--- src/rtl/uart_rx_pkg.sv ---
package uart_rx_pkg;
  parameter int unsigned CHAR_W = 8;

  typedef struct packed {
    logic              brk;
    logic              fe;
    logic              pe;
    logic [CHAR_W-1:0] data;
  } rx_entry_t;

  typedef enum logic [1:0] {
    ADDR_MODE = 2'd0,
    ADDR_STAT = 2'd1,
    ADDR_DATA = 2'd2,
    ADDR_CMD  = 2'd3
  } reg_addr_e;

  localparam logic [CHAR_W-1:0] CMD_RST_PTR = 8'h01;
  localparam logic [CHAR_W-1:0] CMD_RST_ERR = 8'h02;

  // mode register bit positions
  localparam int unsigned MRA_RXRTS = 7;
  localparam int unsigned MRA_IRQSEL = 6;
  localparam int unsigned MRA_BLOCK = 5;
  localparam int unsigned MRB_TXRTS = 4;
endpackage

--- src/rtl/uart_rx_fifo.sv ---
module uart_rx_fifo
  import uart_rx_pkg::*;
#(
  parameter int unsigned DEPTH = 4,
  localparam int unsigned AW = (DEPTH > 1) ? $clog2(DEPTH) : 1,
  localparam int unsigned CW = $clog2(DEPTH + 1)
) (
  input  logic            clk_i,
  input  logic            rst_ni,
  input  logic            push_i,
  input  rx_entry_t       entry_i,
  input  logic            pop_i,
  output rx_entry_t       head_o,
  output logic [CW-1:0]   cnt_o,
  output logic            empty_o,
  output logic            full_o
);
  rx_entry_t     mem_q [DEPTH];
  logic [AW-1:0] wr_q, rd_q;
  logic [CW-1:0] cnt_q;
  logic          do_push, do_pop;

  function automatic logic [AW-1:0] nxt(input logic [AW-1:0] p);
    return (p == AW'(DEPTH - 1)) ? '0 : p + AW'(1);
  endfunction

  assign empty_o = (cnt_q == '0);
  assign full_o  = (cnt_q == CW'(DEPTH));
  assign do_pop  = pop_i && !empty_o;
  assign do_push = push_i && (!full_o || do_pop);
  assign head_o  = mem_q[rd_q];
  assign cnt_o   = cnt_q;

  for (genvar i = 0; i < DEPTH; i++) begin : g_slot
    always_ff @(posedge clk_i or negedge rst_ni) begin
      if (!rst_ni)                            mem_q[i] <= '0;
      else if (do_push && wr_q == AW'(i))     mem_q[i] <= entry_i;
    end
  end

  always_ff @(posedge clk_i or negedge rst_ni) begin
    if (!rst_ni) begin
      wr_q  <= '0;
      rd_q  <= '0;
      cnt_q <= '0;
    end else begin
      if (do_push) wr_q <= nxt(wr_q);
      if (do_pop)  rd_q <= nxt(rd_q);
      case ({do_push, do_pop})
        2'b10:   cnt_q <= cnt_q + CW'(1);
        2'b01:   cnt_q <= cnt_q - CW'(1);
        default: cnt_q <= cnt_q;
      endcase
    end
  end
endmodule

--- src/rtl/uart_rx_mode_regs.sv ---
module uart_rx_mode_regs
  import uart_rx_pkg::*;
(
  input  logic              clk_i,
  input  logic              rst_ni,
  input  logic              acc_i,
  input  logic              we_i,
  input  logic [CHAR_W-1:0] wdata_i,
  input  logic              rst_ptr_i,
  output logic [CHAR_W-1:0] mra_o,
  output logic [CHAR_W-1:0] mrb_o,
  output logic [CHAR_W-1:0] rdata_o,
  output logic              ptr_b_o
);
  logic [CHAR_W-1:0] mra_q, mrb_q;
  logic              ptr_b_q;

  always_ff @(posedge clk_i or negedge rst_ni) begin
    if (!rst_ni) begin
      mra_q   <= '0;
      mrb_q   <= '0;
      ptr_b_q <= 1'b0;
    end else begin
      if (rst_ptr_i) begin
        ptr_b_q <= 1'b0;
      end else if (acc_i) begin
        ptr_b_q <= 1'b1;
        if (we_i) begin
          if (ptr_b_q) mrb_q <= wdata_i;
          else         mra_q <= wdata_i;
        end
      end
    end
  end

  assign rdata_o = ptr_b_q ? mrb_q : mra_q;
  assign mra_o   = mra_q;
  assign mrb_o   = mrb_q;
  assign ptr_b_o = ptr_b_q;
endmodule

--- src/rtl/uart_rx_err_stat.sv ---
module uart_rx_err_stat (
  input  logic       clk_i,
  input  logic       rst_ni,
  input  logic       push_i,
  input  logic       pop_i,
  input  logic       full_i,
  input  logic       empty_i,
  input  logic       clr_i,
  input  logic       block_mode_i,
  input  logic [2:0] head_fl_i,
  output logic [2:0] flags_o,
  output logic       ovr_o
);
  logic [2:0] acc_q, head_fl;
  logic       ovr_q, drop;

  assign head_fl = empty_i ? 3'b000 : head_fl_i;
  assign drop    = push_i && full_i && !(pop_i && !empty_i);

  always_ff @(posedge clk_i or negedge rst_ni) begin
    if (!rst_ni) begin
      acc_q <= '0;
      ovr_q <= 1'b0;
    end else begin
      acc_q <= clr_i ? 3'b000 : (acc_q | head_fl);
      if (drop)       ovr_q <= 1'b1;
      else if (clr_i) ovr_q <= 1'b0;
    end
  end

  assign flags_o = block_mode_i ? (acc_q | head_fl) : head_fl;
  assign ovr_o   = ovr_q;
endmodule

--- src/rtl/uart_rx_rts.sv ---
module uart_rx_rts (
  input  logic clk_i,
  input  logic rst_ni,
  input  logic en_i,
  input  logic start_i,
  input  logic full_i,
  output logic rts_o
);
  logic rts_q;

  always_ff @(posedge clk_i or negedge rst_ni) begin
    if (!rst_ni)                rts_q <= 1'b1;
    else if (!en_i)             rts_q <= 1'b1;
    else if (start_i && full_i) rts_q <= 1'b0;
    else if (!full_i)           rts_q <= 1'b1;
  end

  assign rts_o = rts_q;
endmodule

--- src/rtl/uart_rx_ctrl.sv ---
module uart_rx_ctrl
  import uart_rx_pkg::*;
#(
  parameter int unsigned DEPTH = 4,
  localparam int unsigned CW = $clog2(DEPTH + 1)
) (
  input  logic              clk_i,
  input  logic              rst_ni,
  input  logic              bus_en_i,
  input  logic              bus_we_i,
  input  logic [1:0]        bus_addr_i,
  input  logic [CHAR_W-1:0] bus_wdata_i,
  output logic [CHAR_W-1:0] bus_rdata_o,
  input  logic              start_det_i,
  input  logic              push_i,
  input  logic [CHAR_W-1:0] push_data_i,
  input  logic              push_brk_i,
  input  logic              push_fe_i,
  input  logic              push_pe_i,
  output logic              rts_o,
  output logic              irq_o
);
  logic              mode_acc, rd_stb, pop, rst_ptr, clr_err;
  logic [CHAR_W-1:0] mra, mrb, mode_rdata, stat_word;
  logic              ptr_b, fifo_empty, fifo_full, ovr, rx_rts_en;
  logic [CW-1:0]     fifo_cnt;
  logic [2:0]        flags;
  rx_entry_t         push_entry, head;

  assign rd_stb   = bus_en_i && !bus_we_i;
  assign mode_acc = bus_en_i && (bus_addr_i == ADDR_MODE);
  assign pop      = rd_stb && (bus_addr_i == ADDR_DATA);
  assign rst_ptr  = bus_en_i && bus_we_i && (bus_addr_i == ADDR_CMD) && (bus_wdata_i == CMD_RST_PTR);
  assign clr_err  = bus_en_i && bus_we_i && (bus_addr_i == ADDR_CMD) && (bus_wdata_i == CMD_RST_ERR);

  assign push_entry = '{brk: push_brk_i, fe: push_fe_i, pe: push_pe_i, data: push_data_i};

  uart_rx_mode_regs u_mode (
    .clk_i, .rst_ni,
    .acc_i     (mode_acc),
    .we_i      (bus_we_i),
    .wdata_i   (bus_wdata_i),
    .rst_ptr_i (rst_ptr),
    .mra_o     (mra),
    .mrb_o     (mrb),
    .rdata_o   (mode_rdata),
    .ptr_b_o   (ptr_b)
  );

  uart_rx_fifo #(.DEPTH(DEPTH)) u_fifo (
    .clk_i, .rst_ni,
    .push_i  (push_i),
    .entry_i (push_entry),
    .pop_i   (pop),
    .head_o  (head),
    .cnt_o   (fifo_cnt),
    .empty_o (fifo_empty),
    .full_o  (fifo_full)
  );

  uart_rx_err_stat u_err (
    .clk_i, .rst_ni,
    .push_i       (push_i),
    .pop_i        (pop),
    .full_i       (fifo_full),
    .empty_i      (fifo_empty),
    .clr_i        (clr_err),
    .block_mode_i (mra[MRA_BLOCK]),
    .head_fl_i    ({head.brk, head.fe, head.pe}),
    .flags_o      (flags),
    .ovr_o        (ovr)
  );

  // invalid combination of both RTS controls disables receiver control
  assign rx_rts_en = mra[MRA_RXRTS] && !mrb[MRB_TXRTS];

  uart_rx_rts u_rts (
    .clk_i, .rst_ni,
    .en_i    (rx_rts_en),
    .start_i (start_det_i),
    .full_i  (fifo_full),
    .rts_o   (rts_o)
  );

  assign stat_word = {2'b00, flags, ovr, fifo_full, !fifo_empty};
  assign irq_o     = mra[MRA_IRQSEL] ? fifo_full : !fifo_empty;

  always_comb begin
    bus_rdata_o = '0;
    if (rd_stb) begin
      unique case (bus_addr_i)
        ADDR_MODE: bus_rdata_o = mode_rdata;
        ADDR_STAT: bus_rdata_o = stat_word;
        ADDR_DATA: bus_rdata_o = fifo_empty ? '0 : head.data;
        default:   bus_rdata_o = '0;
      endcase
    end
  end
endmodule

--- config.mk ---
export PLATFORM = sky130hd
export DESIGN_NAME = uart_rx_ctrl
export DESIGN_NICKNAME = d
export VERILOG_FILES = /design/src/rtl/uart_rx_pkg.sv /design/src/rtl/uart_rx_fifo.sv /design/src/rtl/uart_rx_mode_regs.sv /design/src/rtl/uart_rx_err_stat.sv /design/src/rtl/uart_rx_rts.sv /design/src/rtl/uart_rx_ctrl.sv
export SDC_FILE = /design/constraint.sdc
export NUM_CORES = 1
export LEC_CHECK = 0
export ABC_CLOCK_PERIOD_IN_PS = 1870
export CAP_MARGIN = 25
export CELL_PAD_IN_SITES_DETAIL_PLACEMENT = 0
export CELL_PAD_IN_SITES_GLOBAL_PLACEMENT = 2
export CORE_UTILIZATION = 35
export CTS_CLUSTER_SIZE = 30
export DETAILED_ROUTE_END_ITERATION = 8
export PLACE_DENSITY_LB_ADDON = 0.1
export SLEW_MARGIN = 20
export SYNTH_ARGS = -nofsm -noshare
export SYNTH_HDL_FRONTEND = slang
export SYNTH_SLANG_ARGS = --single-unit
--- constraint.sdc ---
create_clock -name clk_i -period 1.87 [get_ports clk_i]
set_input_delay 0.187 -clock clk_i [delete_from_list [all_inputs] [get_ports clk_i]]
set_output_delay 0.187 -clock clk_i [all_outputs]
set_load 0.05 [all_outputs]
# ---- After elaboration in Yosys (flattened, before gate mapping)
# Cells that the tools add are included.
dict set report totals {
  regBits 73
  output_inout_bits 10
  inputBits 27
}
dict set report classes {
  muxes 21
  eq_ne 13
  magnitude_cmp 1
  n_bitwise 4
  n_addsub 4
  n_reduce_logical 31
}
# op count
set op_table {}
lappend op_table {{8-bit 2-to-1 mux} 3}
lappend op_table {{8-bit case mux with 3 select lines} 1}
lappend op_table {{11-bit binary-select mux with 2-bit select} 1}
lappend op_table {{11-bit 2-to-1 mux} 2}
lappend op_table {{1-bit logical AND} 17}
lappend op_table {{2-bit == test (second input constant)} 6}
lappend op_table {{3-bit 2-to-1 mux} 3}
lappend op_table {{8-bit by 1-bit == test with 1-bit output (second input constant)} 1}
lappend op_table {{8-bit by 2-bit == test with 1-bit output (second input constant)} 1}
lappend op_table {{1-bit 2-to-1 mux} 8}
lappend op_table {{4-bit AND reduction} 2}
lappend op_table {{2-bit by 1-bit == test with 1-bit output (second input constant)} 3}
lappend op_table {{3-bit case mux with 2 select lines} 1}
lappend op_table {{2-bit nonzero test} 3}
lappend op_table {{1-bit logical NOT} 5}
lappend op_table {{2-bit by 1-bit adder with 2-bit output (second input constant)} 2}
lappend op_table {{2-bit logical NOT} 2}
lappend op_table {{2-bit 2-to-1 mux} 2}
lappend op_table {{3-bit by 1-bit adder with 3-bit output (second input constant)} 1}
lappend op_table {{3-bit == test (second input constant)} 1}
lappend op_table {{3-bit >= comparator (second input constant)} 1}
lappend op_table {{3-bit logical NOT} 1}
lappend op_table {{3-bit inequality test (second input constant)} 1}
lappend op_table {{2-bit NOT with 3-bit output} 1}
lappend op_table {{other kinds (4)} 5}

# ---- Longest topological paths before layout
dict set report depth {
  ltp_word 9
  depth_mapped 9
  ltp_nobuf 7
}

# ---- By module
# Synthesis repeated with hierarchy kept, for this count alone.
dict set report hier_totals {
  cells_unflattened 280
  area_unflattened_um2 3777.4
}
# mod seq_area_each_um2 area_per_inst_um2 cells_per_inst n_inst
set modules_own_cells {}
lappend modules_own_cells {uart_rx_fifo 1276.2 2434.8 163 1}
lappend modules_own_cells {uart_rx_mode_regs 425.4 792.0 47 1}
lappend modules_own_cells {uart_rx_ctrl 0.0 312.8 44 1}
lappend modules_own_cells {uart_rx_err_stat 100.1 195.2 23 1}
lappend modules_own_cells {uart_rx_rts 26.3 42.5 3 1}

# ---- Least setup slack after synthesis
# Ideal clock, no wire load.
dict set report synth_timing {
  kind {input to register}
  from {input port bus_addr_i[1]}
  to {register u_fifo.cnt_q[2], in the netlist u_fifo.cnt_o[2]}
  setup_ns 0.087
  slack_ns -0.581
  arrival_time_ns 2.364
  path_buffers 2
  stages 9
  cell_sequence {clkbuf_1 -> and4bb_2 -> clkbuf_1 -> nand2_1 -> or2_2 -> fa_1 -> nand2b_1 -> or3_1 -> o211ai_1}
}
dict set report synth_via {
  elab_chain_cells 7
  elab_cells_between_ends 9
  cone_classes {eq/ne: 3; mux: 1; reduce/logical: 5}
}
# element line
set synth_rtl {}
lappend synth_rtl {{from (decl)} uart_rx_ctrl.sv:11} ;# input logic [1:0] bus_addr_i,
lappend synth_rtl {{2-bit == test (*)} uart_rx_ctrl.sv:32} ;# assign pop = rd_stb && (bus_addr_i == ADDR_DATA);
lappend synth_rtl {{1-bit logical AND (*)} uart_rx_ctrl.sv:32}
lappend synth_rtl {{1-bit logical AND (*)} uart_rx_fifo.sv:29} ;# assign do_pop = pop_i && !empty_o;
lappend synth_rtl {{1-bit logical OR} uart_rx_fifo.sv:30} ;# assign do_push = push_i && (!full_o || do_pop);
lappend synth_rtl {{1-bit logical AND} uart_rx_fifo.sv:30}
lappend synth_rtl {{2-bit by 1-bit == test with 1-bit output / 2-bit == test (equally long branches)} uart_rx_fifo.sv:49} ;# case ({do_push, do_pop})
lappend synth_rtl {{3-bit case mux with 2 select lines / 2-bit nonzero test (equally long branches)} -}
lappend synth_rtl {{to (signal assigned)} uart_rx_fifo.sv:50} ;# 2'b10: cnt_q <= cnt_q + CW'(1);
lappend synth_rtl {{to (signal assigned)} uart_rx_fifo.sv:51} ;# 2'b01: cnt_q <= cnt_q - CW'(1);
lappend synth_rtl {{to (signal assigned)} uart_rx_fifo.sv:52} ;# default: cnt_q <= cnt_q;
lappend synth_rtl {{to (decl)} uart_rx_fifo.sv:20} ;# logic [CW-1:0] cnt_q;
# Every way passes the cells marked *; elsewhere a longest branch is shown, timed or not.
# A chain may end at the register's enable or synchronous reset.

# ---- Worst setup path in the final report
dict set report layout_timing {
  from {register u_fifo.cnt_q[2], in the netlist u_fifo.cnt_o[2]}
  to {output port bus_rdata_o[3]}
}
dict set report layout_via {
  elab_chain_cells 6
  elab_cells_between_ends 7
  cone_classes {mux: 5; bitwise: 1; reduce/logical: 1}
}
# element line
set layout_rtl {}
lappend layout_rtl {{3-bit logical NOT (*)} uart_rx_fifo.sv:27} ;# assign empty_o = (cnt_q == '0);
lappend layout_rtl {{3-bit 2-to-1 mux} uart_rx_err_stat.sv:17} ;# assign head_fl = empty_i ? 3'b000 : head_fl_i;
lappend layout_rtl {{3-bit bitwise OR} uart_rx_err_stat.sv:31} ;# assign flags_o = block_mode_i ? (acc_q | head_fl) : head_fl;
lappend layout_rtl {{3-bit 2-to-1 mux} uart_rx_err_stat.sv:31}
lappend layout_rtl {{8-bit case mux with 3 select lines (*)} uart_rx_ctrl.sv:91} ;# unique case (bus_addr_i)
lappend layout_rtl {{8-bit 2-to-1 mux (*)} uart_rx_ctrl.sv:90} ;# if (rd_stb) begin
lappend layout_rtl {{to (decl)} uart_rx_ctrl.sv:13} ;# output logic [CHAR_W-1:0] bus_rdata_o,
# Marked as above.

==> flow_summary.ini <==
[yosys]
ys_seq_area_share_pct = 51.57
postSynthNetCount = 304
syn_area_um2 = 3545
avgSynthCellArea_um2 = 13.08
ys_ff_latch = 73
synthDistinctLibCells = 42
netlist_instances = 271
yosys.area.top_type = dfrtp_1
synth_area_leaders = dfrtp_1 51%, mux2_2 20%, mux4_2 7.0%
synth_top_area_share_pct = 50.83
yosysWarnings = 0

[global_routing]
grt_usage_pct = 17.23
grt-ovfl-total = 0
grt_max_degree = 74
antenna_found_initial = 0
grt_pass1_wl_um = 13120
grt_pass1_vias = 2515

[floorplan]
rows = 36
die_area_um2 = 10530
io_pins = 37
dieWidth_um = 102.6
initial_core_util_pct = 36.26
core_area_um2 = 9774
die_h_um = 102.6

[finish]
multiInputGateArea_um2 = 1735
area_growth_pct = 35.33
fin_util_pct = 49.08
regArea_um2 = 1828
layout-drive-gt1-share_pct = 48.45
n_antenna_cell = 0
final_nets = 383
nFillCells = 929

[power]
comb_power_share_pct = 44.7
p_leak_nw = 2.079
power_frac_clock_pct = 17.0
seqPwrFrac_pct = 38.2
internal_power_mw = 4.499
swShare_pct = 32.36
p_per_area_nw_per_um2 = 1386
ir_worst_vdd_mv = 0.6880
p_switching_mw = 2.152
p_total_mw = 6.651

[sta]
relSlewSlack_pct = 67.95
finalSetupViolations = 10
maxSlewViolCount = 0
hold_viol = 0
period_needed_ns = 2.117
worstMarginPinSlew_ns = 0.4826
timing.fmax_mhz = 472.3
hold_ws_ns = 0.2518
finClkSkew_ns = 0.01179
period_share_pct = 113.2
finalWorstSetupSlack_ns = -0.2473
rsz0062_at_grt = yes

[detailed_routing]
drt_wl_total_um = 8045
via_count = 2397
via_per_inst = 4.912
antenna_left = 0
drt_first_pass_iters = 4
drc_errors = 0
drt_iter0_drc = 32
drt-wirelength-per-cell_um = 16.49

[job]
maxCapViolations = 0

[clocking]
htreeDepth = 3
clock_latency_ns = 0.35
tritoncts = built
cts_buffers = 9
clockBufferDepth = 2
cts.sinks = 73
clkTransAtPathRegs_ns = 0.08
cts_root_buf = clkbuf_8

[min_path]
holdCritPathClass = primary input to register

[status]
violations = setup timing
status = finished with violations

[placed_design]
port_buffers = 36
routabilityCongestion = 0.7594
place_ws_ns = -0.5028
post-dp-hpwl_um = 5648

[worst_setup_path]
worst_setup_path_end_kind = output pin
cp.arrival_ns = 1.93
cp.required_ns = 1.68
start_kind = register
crit_type = register to output pin
path_max_fanout = 6
-- per-stage QoR --
step / cell area, µm² / std cells / TNS, ns
final: 4797 / 488 / -1.651
after global routing: 4797 / 488 / -2.341
after CTS: 4752 / 486 / -1.763
after detailed placement: 4473 / 465 / -18.85
after global placement: 4473 / 465 / -18.58
after floorplan: 3596 / 271 / -0.6680
-- power by group through the flow --
stage / sequential (mW) / clock (mW) / combinational (mW)
floorplan: 2.50 / 0 / 1.80
global placement: 2.54 / 0 / 2.75
detailed placement: 2.58 / 0 / 2.77
CTS: 2.54 / 1.18 / 2.95
global route: 2.62 / 1.26 / 3.23
finish: 2.54 / 1.13 / 2.98
-- area by class of cell --
cell class	count	area share, %
Clock buffer	10	2.869
Clock inverter	6	0.8607
Inverter	6	0.4695
Multi-Input combinational cell	179	36.18
Sequential cell	73	38.11
Tap cell	133	3.469
Timing Repair Buffer	81	18.05
-- per-layer routing --
| layer | up-vias | wire length (µm) | track usage, % |
|---|---|---|---|
| met4 | 0 | 122 | 6.813 |
| met3 | 10 | 210 | 3.593 |
| met5 | - | 0 | 0 |
| met2 | 35 | 3909 | 27.90 |
| li1 | 1153 | - | - |
| met1 | 1199 | 3802 | 22.66 |
-- cell families (layout without fill, tap and decap cells) --
logic type                 count (synthesis)  count (layout)  share of synthesized area, %
adders and majority gates                  6               6                         2.330
DFF                                       73              73                         51.57
AOI/OAI and AO/OA                         33              33                         6.142
buffers and inverters                     19             103                         2.188
xor gates and xnor gates                   2               2                        0.4943
and+or+nand+nor                           57              57                         8.295
muxes                                     81              81                         28.98
-- synthesized netlist by cell type --
master	count
a211o_1	1
a21o_1	2
a21oi_1	7
a22oi_1	1
a311o_1	1
a31oi_1	3
a32oi_1	3
and3_1	1
and4bb_2	1
buf_1	1
buf_2	5
clkbuf_1	7
dfrtp_1	72
dfstp_2	1
fa_1	1
ha_1	5
inv_1	6
mux2_2	63
mux2i_1	7
mux4_2	11
nand2_1	21
nand2b_1	2
nand3_1	4
nand4_1	1
nor2_1	9
nor2b_1	1
nor3_1	4
nor3b_1	4
o211ai_1	2
o21a_1	1
o21ai_0	8
o221ai_1	1
o22ai_1	1
o2bb2ai_1	1
o32a_1	1
or2_2	2
or3_1	2
or3b_1	1
or3b_2	1
or4_1	2
or4b_2	1
xor2_1	2
-- cell usage in the layout, fill, tap and decap left out, types with 2 or more instances in the layout --
master           synthesis  routed
clkinv_2                 0       2
dfrtp_1                 72      72
mux4_2                  11      11
nor2_1                   9       9
ha_1                     5       5
a21o_1                   2       2
clkdlybuf4s50_1          0      19
nor3_1                   4       2
clkbuf_8                 0      10
dlygate4sd2_1            0       7
mux2i_1                  7       7
a21oi_1                  7       4
o21ai_0                  8       7
xor2_1                   2       2
nand3_1                  4       4
buf_6                    0       5
a32oi_2                  0       2
buf_12                   0      14
o211ai_1                 2       2
clkinvlp_4               0       3
a21oi_2                  0       3
nor3_2                   0       2
inv_1                    6       6
buf_4                    0      33
a31oi_1                  3       2
mux2_2                  63      63
nand2_2                  0       6
nor3b_1                  4       3
nand2_1                 21      15
-- state kept, by name (all words and copies together) (netlist names) --
| signal | flops |
|---|---|
| u_fifo.rd_q | 2 |
| u_fifo.mem_q | 44 |
| u_mode.mra_o | 8 |
| u_rts.rts_o | 1 |
| u_err.ovr_o | 1 |
| u_fifo.wr_q | 2 |
| u_err.acc_q | 3 |
| u_mode.ptr_b_o | 1 |
| u_mode.mrb_o | 8 |
| u_fifo.cnt_o | 3 |
-- worst max-delay path, stage by stage, from the launching register on --
cell and delay, ns:
dfrtp_1 0.40, or3_4 0.42, buf_8 0.14, and3_4 0.18
a32oi_1 0.16, nand2_1 0.12, buf_12 0.16
-- final timing paths --
check | endpoint | startpoint | slack, ns | cells past startpoint
max reg2reg | u_fifo.cnt_o[1]$_DFFE_PN0P_ | u_fifo.cnt_o[2]$_DFFE_PN0P_ | -0.14 | 7
max | bus_rdata_o[3] | u_fifo.cnt_o[2]$_DFFE_PN0P_ | -0.25 | 6
min in group asynchronous | u_fifo.cnt_o[0]$_DFFE_PN0P_ | rst_ni | 0.36 | 3
max in group asynchronous | u_mode.ptr_b_o$_DFFE_PN0P_ | rst_ni | 1.14 | 3
min | u_mode.mra_o[7]$_DFFE_PN0P_ | bus_wdata_i[7] | 0.25 | 2
min reg2reg | u_fifo.mem_q[18]$_DFFE_PN0P_ | u_fifo.mem_q[18]$_DFFE_PN0P_ | 0.51 | 1
-- timing repair --
item / 4_1_cts / 5_1_grt
cloned: 0 / 0
gates resized for setup: 23 / 10
hold buffers: 1 / 0
hold endpoints to repair: 72 / 0
endpoints found under the setup margin: 58 / 44
pin swaps: 8 / 3
buffers inserted: 5 / 2
Power figures use the tool's default switching activity.
